[src/rtl/pll_seq_pkg.sv]
package pll_seq_pkg;

    localparam int DATA_W = 32;
    localparam int MODE_W = 3;
    localparam int MULT_W = 11;
    localparam int PDIV_W = 7;
    localparam int POST_W = 5;
    localparam int FSEL_W = 4;

    localparam int MODE_LSB = 0;
    localparam int FSEL_LSB = 4;
    localparam int PDIV_LSB = 0;
    localparam int MULT_LSB = 8;
    localparam int POST_LSB = 0;

    localparam logic [MODE_W-1:0] MODE_STOP   = 3'd1;
    localparam logic [MODE_W-1:0] MODE_BYPASS = 3'd5;
    localparam logic [MODE_W-1:0] MODE_LOCK   = 3'd7;

    typedef enum logic [3:0] {
        ST_IDLE,
        ST_HALT,
        ST_WAIT_OFF,
        ST_POST_BUMP,
        ST_POST,
        ST_MULT,
        ST_PDIV,
        ST_FSEL,
        ST_LOCK,
        ST_WAIT_ON
    } seq_state_e;

    typedef enum logic [1:0] {
        RG_CTRL,
        RG_MULT,
        RG_POST
    } reg_sel_e;

    typedef struct packed {
        logic [MULT_W-1:0] mult;
        logic [PDIV_W-1:0] pdiv;
        logic [POST_W-1:0] post;
        logic [FSEL_W-1:0] fsel;
        logic              bump_en;
        logic              bypass;
    } pll_cfg_t;

    typedef struct packed {
        logic              req;
        reg_sel_e          sel;
        logic [DATA_W-1:0] value;
        logic [DATA_W-1:0] mask;
    } fld_wr_t;

    function automatic logic [DATA_W-1:0] field_mask(input int lsb, input int width);
        logic [DATA_W-1:0] m;
        m = '0;
        for (int i = 0; i < DATA_W; i++) begin
            m[i] = (i >= lsb) && (i < lsb + width);
        end
        return m;
    endfunction

    function automatic logic [DATA_W-1:0] field_place(input logic [DATA_W-1:0] v,
                                                      input int lsb, input int width);
        return (v << lsb) & field_mask(lsb, width);
    endfunction

endpackage

[src/rtl/pll_seq_wait_timer.sv]
module pll_seq_wait_timer #(
    parameter int LIMIT_W = 16
) (
    input  logic               clk,
    input  logic               rst,
    input  logic               load_i,
    input  logic [LIMIT_W-1:0] limit_i,
    input  logic               run_i,
    output logic               expired_o
);
    logic [LIMIT_W-1:0] limit_q;
    logic [LIMIT_W-1:0] cnt_q;

    always_ff @(posedge clk) begin
        if (rst) begin
            limit_q <= '0;
            cnt_q   <= '0;
        end else begin
            if (load_i) begin
                limit_q <= limit_i;
            end
            if (!run_i) begin
                cnt_q <= '0;
            end else if (cnt_q != limit_q) begin
                cnt_q <= cnt_q + 1'b1;
            end
        end
    end

    assign expired_o = run_i && (cnt_q == limit_q);

endmodule

[src/rtl/pll_seq_field_merge.sv]
module pll_seq_field_merge #(
    parameter int W = 32
) (
    input  logic [W-1:0] base_i,
    input  logic [W-1:0] field_i,
    input  logic [W-1:0] mask_i,
    output logic [W-1:0] merged_o
);
    for (genvar b = 0; b < W; b++) begin : g_bit
        assign merged_o[b] = mask_i[b] ? field_i[b] : base_i[b];
    end
endmodule

[src/rtl/pll_seq_ctrl.sv]
module pll_seq_ctrl
    import pll_seq_pkg::*;
(
    input  logic     clk,
    input  logic     rst,
    input  logic     start_i,
    input  pll_cfg_t cfg_i,
    input  logic     lock_status_i,
    input  logic     expired_i,
    output logic     load_o,
    output logic     wait_o,
    output fld_wr_t  wr_o,
    output logic     busy_o,
    output logic     done_o,
    output logic     timeout_o
);
    seq_state_e state_q, state_d;
    pll_cfg_t   cfg_q;
    logic       done_q, done_d;
    logic       to_q, to_d;
    logic [MODE_W-1:0] halt_code;
    logic [POST_W-1:0] post_bump;

    always_comb begin
        state_d = state_q;
        done_d  = 1'b0;
        to_d    = 1'b0;
        load_o  = 1'b0;
        unique case (state_q)
            ST_IDLE: begin
                if (start_i) begin
                    state_d = ST_HALT;
                    load_o  = 1'b1;
                end
            end
            ST_HALT:      state_d = ST_WAIT_OFF;
            ST_WAIT_OFF: begin
                if (!lock_status_i) begin
                    state_d = cfg_q.bump_en ? ST_POST_BUMP : ST_POST;
                end else if (expired_i) begin
                    state_d = ST_IDLE;
                    to_d    = 1'b1;
                end
            end
            ST_POST_BUMP: state_d = ST_POST;
            ST_POST:      state_d = ST_MULT;
            ST_MULT:      state_d = ST_PDIV;
            ST_PDIV:      state_d = ST_FSEL;
            ST_FSEL:      state_d = ST_LOCK;
            ST_LOCK:      state_d = ST_WAIT_ON;
            ST_WAIT_ON: begin
                if (lock_status_i) begin
                    state_d = ST_IDLE;
                    done_d  = 1'b1;
                end else if (expired_i) begin
                    state_d = ST_IDLE;
                    to_d    = 1'b1;
                end
            end
            default:      state_d = ST_IDLE;
        endcase
    end

    always_ff @(posedge clk) begin
        if (rst) begin
            state_q <= ST_IDLE;
            cfg_q   <= '0;
            done_q  <= 1'b0;
            to_q    <= 1'b0;
        end else begin
            state_q <= state_d;
            done_q  <= done_d;
            to_q    <= to_d;
            if (load_o) begin
                cfg_q <= cfg_i;
            end
        end
    end

    assign halt_code = cfg_q.bypass ? MODE_BYPASS : MODE_STOP;
    assign post_bump = cfg_q.post + POST_W'(1);

    always_comb begin
        wr_o = '0;
        unique case (state_q)
            ST_HALT: begin
                wr_o.req   = 1'b1;
                wr_o.sel   = RG_CTRL;
                wr_o.value = field_place(DATA_W'(halt_code), MODE_LSB, MODE_W);
                wr_o.mask  = field_mask(MODE_LSB, MODE_W);
            end
            ST_POST_BUMP: begin
                wr_o.req   = 1'b1;
                wr_o.sel   = RG_POST;
                wr_o.value = field_place(DATA_W'(post_bump), POST_LSB, POST_W);
                wr_o.mask  = field_mask(POST_LSB, POST_W);
            end
            ST_POST: begin
                wr_o.req   = 1'b1;
                wr_o.sel   = RG_POST;
                wr_o.value = field_place(DATA_W'(cfg_q.post), POST_LSB, POST_W);
                wr_o.mask  = field_mask(POST_LSB, POST_W);
            end
            ST_MULT: begin
                wr_o.req   = 1'b1;
                wr_o.sel   = RG_MULT;
                wr_o.value = field_place(DATA_W'(cfg_q.mult), MULT_LSB, MULT_W);
                wr_o.mask  = field_mask(MULT_LSB, MULT_W);
            end
            ST_PDIV: begin
                wr_o.req   = 1'b1;
                wr_o.sel   = RG_MULT;
                wr_o.value = field_place(DATA_W'(cfg_q.pdiv), PDIV_LSB, PDIV_W);
                wr_o.mask  = field_mask(PDIV_LSB, PDIV_W);
            end
            ST_FSEL: begin
                wr_o.req   = 1'b1;
                wr_o.sel   = RG_CTRL;
                wr_o.value = field_place(DATA_W'(cfg_q.fsel), FSEL_LSB, FSEL_W);
                wr_o.mask  = field_mask(FSEL_LSB, FSEL_W);
            end
            ST_LOCK: begin
                wr_o.req   = 1'b1;
                wr_o.sel   = RG_CTRL;
                wr_o.value = field_place(DATA_W'(MODE_LOCK), MODE_LSB, MODE_W);
                wr_o.mask  = field_mask(MODE_LSB, MODE_W);
            end
            default: wr_o = '0;
        endcase
    end

    assign wait_o    = (state_q == ST_WAIT_OFF) || (state_q == ST_WAIT_ON);
    assign busy_o    = (state_q != ST_IDLE);
    assign done_o    = done_q;
    assign timeout_o = to_q;

endmodule

[src/rtl/pll_reprog_seq.sv]
module pll_reprog_seq
    import pll_seq_pkg::*;
#(
    parameter int                ADDR_W    = 4,
    parameter int                LIMIT_W   = 16,
    parameter logic [ADDR_W-1:0] CTRL_ADDR = 4'd0,
    parameter logic [ADDR_W-1:0] MULT_ADDR = 4'd1,
    parameter logic [ADDR_W-1:0] POST_ADDR = 4'd2
) (
    input  logic               clk,
    input  logic               rst,
    input  logic               start_i,
    input  logic [10:0]        mult_i,
    input  logic [6:0]         prediv_i,
    input  logic [4:0]         postdiv_i,
    input  logic [3:0]         fsel_i,
    input  logic               erratum_fix_i,
    input  logic               bypass_i,
    input  logic [LIMIT_W-1:0] wait_limit_i,
    input  logic               lock_status_i,
    output logic [ADDR_W-1:0]  reg_addr_o,
    input  logic [31:0]        reg_rdata_i,
    output logic               reg_we_o,
    output logic [31:0]        reg_wdata_o,
    output logic               busy_o,
    output logic               done_o,
    output logic               timeout_o
);
    pll_cfg_t cfg;
    fld_wr_t  wr;
    logic     load;
    logic     waiting;
    logic     expired;

    always_comb begin
        cfg.mult    = mult_i;
        cfg.pdiv    = prediv_i;
        cfg.post    = postdiv_i;
        cfg.fsel    = fsel_i;
        cfg.bump_en = erratum_fix_i;
        cfg.bypass  = bypass_i;
    end

    pll_seq_ctrl u_ctrl (
        .clk           (clk),
        .rst           (rst),
        .start_i       (start_i),
        .cfg_i         (cfg),
        .lock_status_i (lock_status_i),
        .expired_i     (expired),
        .load_o        (load),
        .wait_o        (waiting),
        .wr_o          (wr),
        .busy_o        (busy_o),
        .done_o        (done_o),
        .timeout_o     (timeout_o)
    );

    pll_seq_wait_timer #(.LIMIT_W(LIMIT_W)) u_timer (
        .clk       (clk),
        .rst       (rst),
        .load_i    (load),
        .limit_i   (wait_limit_i),
        .run_i     (waiting),
        .expired_o (expired)
    );

    always_comb begin
        unique case (wr.sel)
            RG_MULT: reg_addr_o = MULT_ADDR;
            RG_POST: reg_addr_o = POST_ADDR;
            default: reg_addr_o = CTRL_ADDR;
        endcase
    end

    pll_seq_field_merge #(.W(DATA_W)) u_merge (
        .base_i   (reg_rdata_i),
        .field_i  (wr.value),
        .mask_i   (wr.mask),
        .merged_o (reg_wdata_o)
    );

    assign reg_we_o = wr.req;

endmodule

[config.mk]
export PLATFORM = sky130hd
export DESIGN_NAME = pll_reprog_seq
export DESIGN_NICKNAME = d
export VERILOG_FILES = /design/src/rtl/pll_seq_pkg.sv /design/src/rtl/pll_seq_wait_timer.sv /design/src/rtl/pll_seq_field_merge.sv /design/src/rtl/pll_seq_ctrl.sv /design/src/rtl/pll_reprog_seq.sv
export SDC_FILE = /design/constraint.sdc
export NUM_CORES = 1
export LEC_CHECK = 0
export BUFFER_PORTS_ARGS = -buffer_cell sky130_fd_sc_hd__buf_4
export CAP_MARGIN = 20
export CELL_PAD_IN_SITES_DETAIL_PLACEMENT = 1
export CELL_PAD_IN_SITES_GLOBAL_PLACEMENT = 1
export CORE_ASPECT_RATIO = 1.4
export CORE_MARGIN = 2
export CORE_UTILIZATION = 29
export CTS_BUF_LIST = sky130_fd_sc_hd__clkbuf_8
export CTS_CLUSTER_DIAMETER = 150
export CTS_CLUSTER_SIZE = 30
export DETAILED_ROUTE_END_ITERATION = 10
export PLACE_DENSITY_LB_ADDON = 0.1
export REMOVE_ABC_BUFFERS = 1
export SLEW_MARGIN = 20
export SYNTH_ARGS = -nofsm -noshare
export SYNTH_HDL_FRONTEND = slang
export SYNTH_SLANG_ARGS = --single-unit
[constraint.sdc]
create_clock -name clk -period 2.7 [get_ports clk]
set_clock_uncertainty 0.1 [all_clocks]
set_input_delay 0.54 -clock clk [delete_from_list [all_inputs] [get_ports clk]]
set_output_delay 0.54 -clock clk [all_outputs]
set_load 0.03 [all_outputs]
==> results of run 1 <==
==> worst max-delay path, stage by stage (launching register included) <==
cell	delay, ps
dfxtp_2	410
buf_4	190
nor4b_2	210
buf_4	240
mux2_2	370
buf_4	170
==> cells in the final DEF, fill, tap and decap left out, types with 2 or more instances in the layout <==
master      instances
and2_1              2
a211oi_1            2
a31oi_1             3
or3_1               9
nor3_1              5
xor2_1             18
inv_1              10
o221ai_1            2
nand4_1             6
o21ai_0            19
clkinvlp_4          2
nor2_1             12
and3_1              2
dfxtp_1            65
xnor2_1             2
o21a_1              2
nand2b_1            2
dfxtp_2             2
o31ai_1             3
buf_4             108
nor4_1              8
nand3_1            10
bufinv_16           2
a21oi_1            62
conb_1              2
nand2_1           111
nor4b_2             2
mux2i_1             7
o211ai_1            2
mux2_2             13
ha_1                2
clkbuf_8           11
or4_1               4
==> cells by family after synthesis <==
family | count (synthesis) | share of synthesized area
other | 1 | 0.001073
XOR/XNOR | 20 | 0.05011
flip-flops | 67 | 0.3837
multiplexers | 20 | 0.06192
adder cells (fa/ha/maj) | 2 | 0.007157
buffers and inverters | 54 | 0.08483
AND/OR/NAND/NOR | 183 | 0.2441
AO/OA/AOI/OAI | 104 | 0.1671
==> stage by stage <==
step,TNS [ps],power [uW],util,cells
after global placement,0,1693,0.3590,663
after detailed placement,0,1706,0.3590,663
after CTS,0,2713,0.3790,679
after global routing,0,2820,0.3793,679
after floorplan,-7134,1433,-,408
final,0,2661,0.3793,679
==> layer usage <==
metal | vias to the layer above | share of wire | routed length [um]
met4 | 0 | 0.017 | 178
met5 | - | 0 | 0
met1 | 1598 | 0.40 | 4215
met2 | 79 | 0.54 | 5735
li1 | 1692 | - | -
met3 | 15 | 0.044 | 462
==> registers in the layout (all words and copies together) (netlist names) <==
| name | cells |
|---|---|
| u_ctrl.cfg_q | 29 |
| u_ctrl.done_o | 1 |
| u_ctrl.state_q | 4 |
| u_ctrl.timeout_o | 1 |
| u_timer.cnt_q | 16 |
| u_timer.limit_q | 16 |
==> final cells by class <==
cell class,count,share of cell area
clock buffer,11,0.03377
inverter,10,0.008373
multi-input combinational,331,0.4175
clock inverter,5,0.01870
timing repair buffer,108,0.1809
sequential,67,0.2997
tap,147,0.04103
==> Yosys cell counts (3+ instances only) <==
master / instances / share of area
inv_1: 10 / 0.011
nor4_1: 8 / 0.014
buf_6: 3 / 0.0097
nor2_1: 12 / 0.013
or4_1: 4 / 0.0086
and2_1: 3 / 0.0054
buf_4: 16 / 0.034
buf_2: 6 / 0.0086
o31ai_1: 3 / 0.0064
mux2_2: 13 / 0.042
mux2i_1: 7 / 0.020
nor3_1: 5 / 0.0072
xor2_1: 18 / 0.045
nand2_1: 111 / 0.12
clkbuf_1: 17 / 0.018
a31oi_1: 3 / 0.0054
a21oi_1: 62 / 0.089
or3_1: 9 / 0.016
nand3_1: 10 / 0.014
nand4_1: 6 / 0.011
o21ai_0: 19 / 0.027
dfxtp_1: 67 / 0.38
==> where the power goes <==
group          switching, uW  internal (uW)  total (uW)
logic                    330            238         568
clock network            419            573         992
registers               47.6           1050        1100
==> worst min path at each step <==
stage,from,cells after the start,endpoint
3_3_place_gp,u_ctrl.cfg_q[20],2,u_ctrl.cfg_q[20]
2_1_floorplan,u_ctrl.cfg_q[11],2,u_ctrl.cfg_q[11]
5_1_grt,postdiv_i[0],3,u_ctrl.cfg_q[6]
3_5_place_dp,u_ctrl.cfg_q[26],2,u_ctrl.cfg_q[26]
4_1_cts,mult_i[1],3,u_ctrl.cfg_q[19]
6_report,mult_i[7],3,u_ctrl.cfg_q[25]
==> out/metrics.cfg, run 1 <==
[outcome]
outcome = finished clean

[clock_network]
cts_buffers = 9
htreeDepth = 3
cts_buffer_depth = 2
cts_hold_buf = 0
cts_root_buf = clkbuf_8
clock_sinks = 67
worstSkewPairLatency_ps = 360
post-cts-setup-buffers = 0
cts_resized = 1
clkTransAtPathRegs_ps = 80
cts_tree = done

[grt]
grt_pass1_vias = 3520
grtUsageMet1 = 0.1793
grt_use_total = 0.1679
grt_max_degree = 48
gr-total-overflow = 0
grt_pass1_wl_mm = 17.46
grt_busiest_layer = met2
grt_use_met3 = 0.04273
met2_usage = 0.3167
antenna_found_initial = 0

[placed_design]
dpl_cell_area_sq_um = 4243
dp_slack_ps = 388.6
gp_congestion = 0.7801
port-buffer-count = 92
hpwl_mm = 7.934

[setup_path]
ff2ff_setup_slack_ps = 600
critPathMaxFanout = 16
r2r-start = u_timer.cnt_q[4]
crit_type = register to output port
end_kind = output port
crit_path_end = reg_wdata_o[18]
startpoint_type = register
worstPathArrival_ps = 1950
reg2reg_depth = 5
rr_endpoint = u_timer.cnt_q[9]
crit_path_start = u_ctrl.state_q[1]
cp.required_ps = 2060

[routing]
remaining_drc_errors = 0
wl_mm = 10.59
routedWlPerCell_um = 15.60
firstDrtPassIters = 4
ant_nets = 0
drt-initial-drc-count = 104
vias = 3384
vias_per_cell = 4.984

[die]
dieArea_sq_um = 12960
die_w_um = 96.79
ios = 121
placementRows = 47
initial_utilization = 0.2958
core_area_sq_um = 11820
die_h_um = 133.9

[timing]
slew_viol_final = 0
setup_ws_ps = 107.4
period_needed_ps = 2593
fmax_ghz = 0.3857
hold-worst-slack_ps = 322.2
worst_pin_slew_ps = 521.0
setup_viol = 0
layout_worst_path_cycle_share = 0.9602
relSlewSlack = 0.6526
finalHoldViolCount = 0
rsz0062_at_grt = false

[hold_path]
hold_class = input pin to register

[yosys]
async_reset_ff_frac = 0
syn_inst = 451
yosysSeqAreaShare = 0.3837
synth_seq_cells = 67
synth_edf_count = 0
avgSynthCellArea_sq_um = 7.751
synth_top_flop_cell = dfxtp_1
yosys.cell_types.count = 53
syn_area_sq_um = 3496
ys_warn_count = 0

[cells_and_area]
layout.nets = 610
drive_gt1_frac = 0.2801
fin_area_sq_um = 4483
multi_input_area_sq_um = 1872
diodes = 0
area.sequential_sq_um = 1344
n_fill_cell = 1472
area_delta_synth_final_pct = 28.24

[pwr]
powerDensity_nw_per_um2 = 593.6
ir_worst_vdd_mv = 0.2883
p_leak_uw = 0.001859

[run]
drv_cap = 0

Power figures use the tool's default switching activity.
==> run 2, diff against run 1 <==
--- a/config.mk
+++ b/config.mk
@@ -9,7 +9,7 @@
 export CAP_MARGIN = 20
 export CELL_PAD_IN_SITES_DETAIL_PLACEMENT = 1
 export CELL_PAD_IN_SITES_GLOBAL_PLACEMENT = 1
-export CORE_ASPECT_RATIO = 1.4
+export CORE_ASPECT_RATIO = 0.75
 export CORE_MARGIN = 2
 export CORE_UTILIZATION = 29
 export CTS_BUF_LIST = sky130_fd_sc_hd__clkbuf_8
==> out/metrics.cfg, run 2 (synthesis results as in run 1) <==
[hold_path]
hold_class = input pin to register

[timing]
setup_viol = 0  ; unchanged
rsz0062_at_grt = true
finalHoldViolCount = 0  ; unchanged
layout_worst_path_cycle_share = 0.9652  ; +0.004959
relSlewSlack = 0.5663  ; -0.08629
fmax_ghz = 0.3837  ; -0.51%
slew_viol_final = 0  ; unchanged
worst_pin_slew_ps = 644.5  ; +123.5 ps
period_needed_ps = 2606  ; +13.39 ps

[clock_network]
cts_buffer_depth = 2  ; unchanged
cts_root_buf = clkbuf_8
clock_sinks = 67  ; unchanged
cts_tree = done
cts_hold_buf = 0  ; unchanged
cts_buffers = 9  ; unchanged
htreeDepth = 3  ; unchanged
worstSkewPairLatency_ps = 360  ; about the same
clkTransAtPathRegs_ps = 80  ; about the same

[cells_and_area]
drive_gt1_frac = 0.2825  ; +0.002411
final_cell_mix = nand2_1, buf_4, dfxtp_1
multi_input_area_sq_um = 1881  ; +0.47%
area_delta_synth_final_pct = 29.78
largest_reg_flops = 29  ; unchanged
fin_area_sq_um = 4537  ; +1.2%
biggestRegsByFlops = u_ctrl.cfg_q (29), u_timer.cnt_q (16), u_timer.limit_q (16)
diodes = 0  ; unchanged
area.sequential_sq_um = 1353  ; +0.65%
n_fill_cell = 1440  ; -2.2%
layout.nets = 609  ; -0.16%
regMostFlops = u_ctrl.cfg_q
layout_commonest_cell = nand2_1

[pwr]
total_power_uw = 2550  ; -4.2%
powerDensity_nw_per_um2 = 562.0  ; -5.3%
ir_worst_vdd_mv = 0.2395  ; -17%
p_leak_uw = 0.001860  ; about the same

[grt]
grt_max_degree = 48  ; unchanged
antenna_found_initial = 0  ; unchanged
grt_pass1_vias = 3370  ; -4.3%
gr-total-overflow = 0  ; unchanged
grt_pass1_wl_mm = 17.62  ; +0.87%
grt_use_total = 0.1757  ; +0.007849

[routing]
wl_met2_mm = 4.472  ; -22%
ant_nets = 0  ; unchanged
wl_mm = 10.84  ; +2.4%
met1_length_mm = 5.529  ; +31%
vias = 3380  ; -0.12%
remaining_drc_errors = 0  ; unchanged
routedWlPerCell_um = 15.64  ; +0.28%
vias_per_cell = 4.877  ; -2.1%
routed.top_layer = met4
firstDrtPassIters = 4  ; unchanged
drt-initial-drc-count = 117  ; +13%
wl_met3_um = 725  ; +57%

[run]
drv_cap = 0  ; unchanged

[placed_design]
dpl_cell_area_sq_um = 4264  ; +0.50%
port-buffer-count = 92  ; unchanged
hpwl_mm = 7.633  ; -3.8%
gp_congestion = 0.7926  ; +1.6%

[die]
ios = 121  ; unchanged
core_area_sq_um = 11660  ; -1.4%
initial_utilization = 0.2999  ; +0.004159
die_h_um = 99.09  ; -26%
placementRows = 34  ; -28%
die_w_um = 130.8  ; +35%
dieArea_sq_um = 12960  ; about the same

[setup_path]
critPathMaxFanout = 12  ; -4
startpoint_type = register
crit_type = register to output port
end_kind = output port
cp.required_ps = 2060  ; about the same
worstPathArrival_ps = 1970  ; +20 ps

[outcome]
outcome = finished clean

run 2: cell types whose count changed in the layout (fill, tap and decap cells not counted), sizes merged:
cell / before / now
bufinv: 2 / 1
clkinv: 0 / 2
clkbuf: 11 / 10
buf: 108 / 107
run 2: layout make-up:
class                           instances  share of cell area
Multi-Input combinational cell        331              0.4145
Sequential cell                        67              0.2981
Timing Repair Buffer                  107              0.1900
Tap cell                              162             0.04468
Clock buffer                           10             0.03034
Clock inverter                          6             0.01407
Inverter                               10            0.008274
run 2: timing repair:
item                                    4_1_cts  5_1_grt
buffers inserted                              0        1
resized for setup                             8       12
pin swaps                                     0        1
cloned                                        1        0
endpoints found under the setup margin       16       14
run 2: worst paths after layout:
path,from,end,slack (ps),cells past startpoint
worst max-delay path,u_ctrl.state_q[3],reg_wdata_o[9],90,5
worst min-delay path,mult_i[0],u_ctrl.cfg_q[18],330,3
worst max register to register,u_timer.cnt_q[3],u_timer.cnt_q[9],460,5
worst min register to register,u_ctrl.cfg_q[17],u_ctrl.cfg_q[17],360,2
run 2: routing by layer:
metal | track usage | vias to the layer above
met5 | 0 | -
met3 | 0.06569 | 11
met2 | 0.2456 | 101
li1 | - | 1693
met1 | 0.2525 | 1575
met4 | 0.04664 | 0
run 2: metrics by stage:
| stage | std cells | setup slack [ps] | hold slack [ps] | utilization | setup TNS, ps |
|---|---|---|---|---|---|
| final | 693 | 94.01 | 326.9 | 0.3892 | 0 |
| after global routing | 693 | -8.047 | 297.1 | 0.3892 | -21.14 |
| after CTS | 692 | 13.13 | 301.6 | 0.3851 | 0 |
| after detailed placement | 675 | 265.6 | 348.9 | 0.3658 | 0 |
| after global placement | 675 | 297.8 | 341.6 | 0.3658 | 0 |
| after floorplan | 408 | -648.5 | 326.8 | - | -7134 |
run 2: power breakdown:
group | switching (uW) | internal (uW) | total, uW
Combinational | 331 | 245 | 576
Clock | 411 | 451 | 863
Sequential | 58.7 | 1050 | 1110
Total | 801 | 1750 | 2550
run 2: critical path, stage by stage (launching register included):
cell and delay [ps]:
dfxtp_4 370, buf_8 150, nor4b_4 390, buf_4 220, mux2_2 350, buf_6 140
==> run 3, diff against run 2 <==
--- a/config.mk
+++ b/config.mk
@@ -21,4 +21,5 @@
 export SLEW_MARGIN = 20
 export SYNTH_ARGS = -nofsm -noshare
 export SYNTH_HDL_FRONTEND = slang
+export SYNTH_HIERARCHICAL = 1
 export SYNTH_SLANG_ARGS = --single-unit
==> out/metrics.cfg, run 3 <==
[die]
die_h_um = 107.2  ; +8.1%
placementRows = 37  ; +8.8%
initial_utilization = 0.2982  ; -0.001710
die_w_um = 141.5  ; +8.2%
ios = 121  ; unchanged
core_area_sq_um = 13800  ; +18%
dieArea_sq_um = 15160  ; +17%

[cells_and_area]
regMostFlops = u_ctrl/cfg_q
diodes = 0  ; unchanged
utilization = 0.3811  ; -0.008124
n_fill_cell = 1671  ; +16%
layout.nets = 669  ; +9.9%
area_delta_synth_final_pct = 27.80
biggestRegsByFlops = u_ctrl/cfg_q (29), u_timer/cnt_q (16), u_timer/limit_q (16)
layout_commonest_cell = buf_4
drive_gt1_frac = 0.3350  ; +0.05254
final_cell_mix = buf_4, nand2_1, dfxtp_1
largest_reg_flops = 29  ; unchanged

[clock_network]
cts_hold_buf = 0  ; unchanged
cts_tree = done
clock_sinks = 67  ; unchanged
cts_root_buf = clkbuf_8
cts_buffer_depth = 2  ; unchanged
clkTransAtPathRegs_ps = 80  ; about the same
htreeDepth = 3  ; unchanged
cts_buffers = 9  ; unchanged
worstSkewPairLatency_ps = 350  ; about the same

[grt]
grt_use_total = 0.1520  ; -0.02374
gr-total-overflow = 0  ; unchanged
antenna_found_initial = 0  ; unchanged
grt_pass1_vias = 3599  ; +6.8%
grt_pass1_wl_mm = 18.21  ; +3.4%
grt_max_degree = 38  ; -21%

[pwr]
p_leak_uw = 0.002191  ; +18%
ir_worst_vdd_mv = 0.3010  ; +26%
powerDensity_nw_per_um2 = 613.7  ; +9.2%

[routing]
vias = 3589  ; +6.2%
wl_mm = 11.19  ; +3.2%
ant_nets = 0  ; unchanged
vias_per_cell = 4.685  ; -3.9%
remaining_drc_errors = 0  ; unchanged
routedWlPerCell_um = 14.61  ; -6.6%
firstDrtPassIters = 4  ; unchanged
drt-initial-drc-count = 142  ; +21%

[setup_path]
ff2ff_setup_slack_ps = 710  ; +250 ps
crit_type = register to output port
cp.required_ps = 2060  ; about the same
crit_slowest_cell = dfxtp_2
critical_path.cell_chain = buf_4 > nand2b_1 > o21a_1 > a21oi_1 > mux2_4 > buf_4
worstPathArrival_ps = 1950  ; -20 ps
worst-path-buf-inv = 2  ; -1
end_kind = output port
critPathMaxFanout = 11  ; -1
startpoint_type = register
crit_family = flip-flops
crit_path_max_incr_delay_ps = 380  ; about the same
cp_common_cell = buf_4

[timing]
rsz0062_at_grt = true
slew_viol_final = 0  ; unchanged
finalHoldViolCount = 0  ; unchanged
setup_ws_ps = 107.1  ; +13.13 ps
period_needed_ps = 2593  ; -13.13 ps
layout_worst_path_cycle_share = 0.9603  ; -0.004862
hold-worst-slack_ps = 314.3  ; -12.58 ps
setup_viol = 0  ; unchanged
fmax_ghz = 0.3857  ; +0.51%

[yosys]
synth_compound_area_frac = 0.1174  ; -0.04975
syn_area_sq_um = 4114  ; +18%
synth_edf_count = 0  ; unchanged
synth.area.mux_share = 0.1706  ; +0.1087
yosysSeqAreaShare = 0.3260  ; -0.05765
yosys-top-cells-area = dfxtp_1, mux2_4, buf_4
synth_seq_cells = 67  ; unchanged
synth_top_family_by_area = simple AND/OR/NAND/NOR gates
syn_inst = 484  ; +7.3%
synthTopCellsByCount = nand2_1, dfxtp_1, a21oi_1
synth_top_area_cell = dfxtp_1
synth.most_common_cell = nand2_1
synth_top_flop_cell = dfxtp_1
synth_top_area_share = 0.3260  ; -0.05765
async_reset_ff_frac = 0  ; unchanged
synth_xor_area_frac = 0.04258  ; -0.007528
synthSimpleGateAreaFrac = 0.2168  ; -0.02725
avgSynthCellArea_sq_um = 8.500  ; +9.7%
yosys.cell_types.count = 49  ; -7.5%
ys_warn_count = 6  ; +6
synthAdderAreaFrac = 0.006083  ; -0.001075

[placed_design]
port-buffer-count = 118  ; +28%
gp_congestion = 0.8029  ; +1.3%
hpwl_mm = 8.264  ; +8.3%
dp_slack_ps = 225.5  ; -40.15 ps

[hold_path]
hold_class = input pin to register

[outcome]
outcome = finished clean

[run]
drv_cap = 0  ; unchanged

[run 3: changes by cell type in the layout (fill, tap and decap cells not counted), moves of 16 or more]
| cell | before | now |
|---|---|---|
| conb_1 | 2 | 28 |
| nor2_1 | 12 | 28 |
| mux2_4 | 0 | 32 |
| buf_4 | 97 | 131 |
| nand2_1 | 111 | 72 |
[run 3: worst paths after layout]
path / depth (start not counted) / to / start
setup / recovery: 6 / reg_wdata_o[4] / u_ctrl/state_q[0]
hold / removal: 3 / u_timer/limit_q[5] / wait_limit_i[5]
setup reg to reg: 7 / u_timer/limit_q[0] / u_ctrl/state_q[1]
hold reg to reg: 2 / u_ctrl/cfg_q[18] / u_ctrl/cfg_q[18]
[run 3: timing repair]
action                     in CTS  in global routing
setup buffers                   0                  0
gates cloned                    0                  0
setup endpoints to repair      19                  3
resized for setup               7                  6
[run 3: power by group]
| part | internal (uW) | switching, uW | total [uW] |
|---|---|---|---|
| Clock | 547 | 423 | 970 |
| Combinational | 489 | 588 | 1080 |
| Sequential | 1090 | 90.3 | 1180 |
[run 3: cell type report]
class,count,area (sq um),share of cell area
repair buffers,133,1023,0.1947
multi-input cells,370,2422,0.4607
clock buffers,10,137.6,0.02618
well taps,175,219.0,0.04165
inverters,5,18.77,0.003570
flip-flops and latches,67,1349,0.2565
clock inverters,6,87.58,0.01666
[run 3: worst register-to-register path: stages, from the launching register on]
cell and delay (ps):
dfxtp_2 390, buf_4 200, nor2_1 210, nand3_2 120
inv_2 360, buf_12 250, mux2i_1 200, nor2_1 50
[run 3: metal layers]
metal  vias up  wire length, um  track usage
met5         -                0            0
met4         0               87      0.04357
met2        69             4955       0.2365
li1       1798                -            -
met1      1716             5670       0.2088
met3         6              478      0.03752
[run 3: logic make-up (layout without fill, tap and decap cells)]
kind of cell,after synthesis,in the layout
AOI/OAI and AO/OA,86,86
xor gates and xnor gates,20,20
adders and majority gates,2,2
buffers and inverters,73,154
DFF,67,67
muxes,54,54
other,2,28
and+or+nand+nor,180,180
[run 3: metrics by stage]
step | power (uW) | instances | setup TNS (ps) | instance area (sq um)
floorplan | 1830 | 442 | -8981 | 3742
global placement | 2263 | 750 | 0 | 4999
detailed placement | 2280 | 750 | 0 | 4999
CTS | 3281 | 766 | 0 | 5239
global route | 3435 | 766 | -5.038 | 5258
finish | 3226 | 766 | 0 | 5258
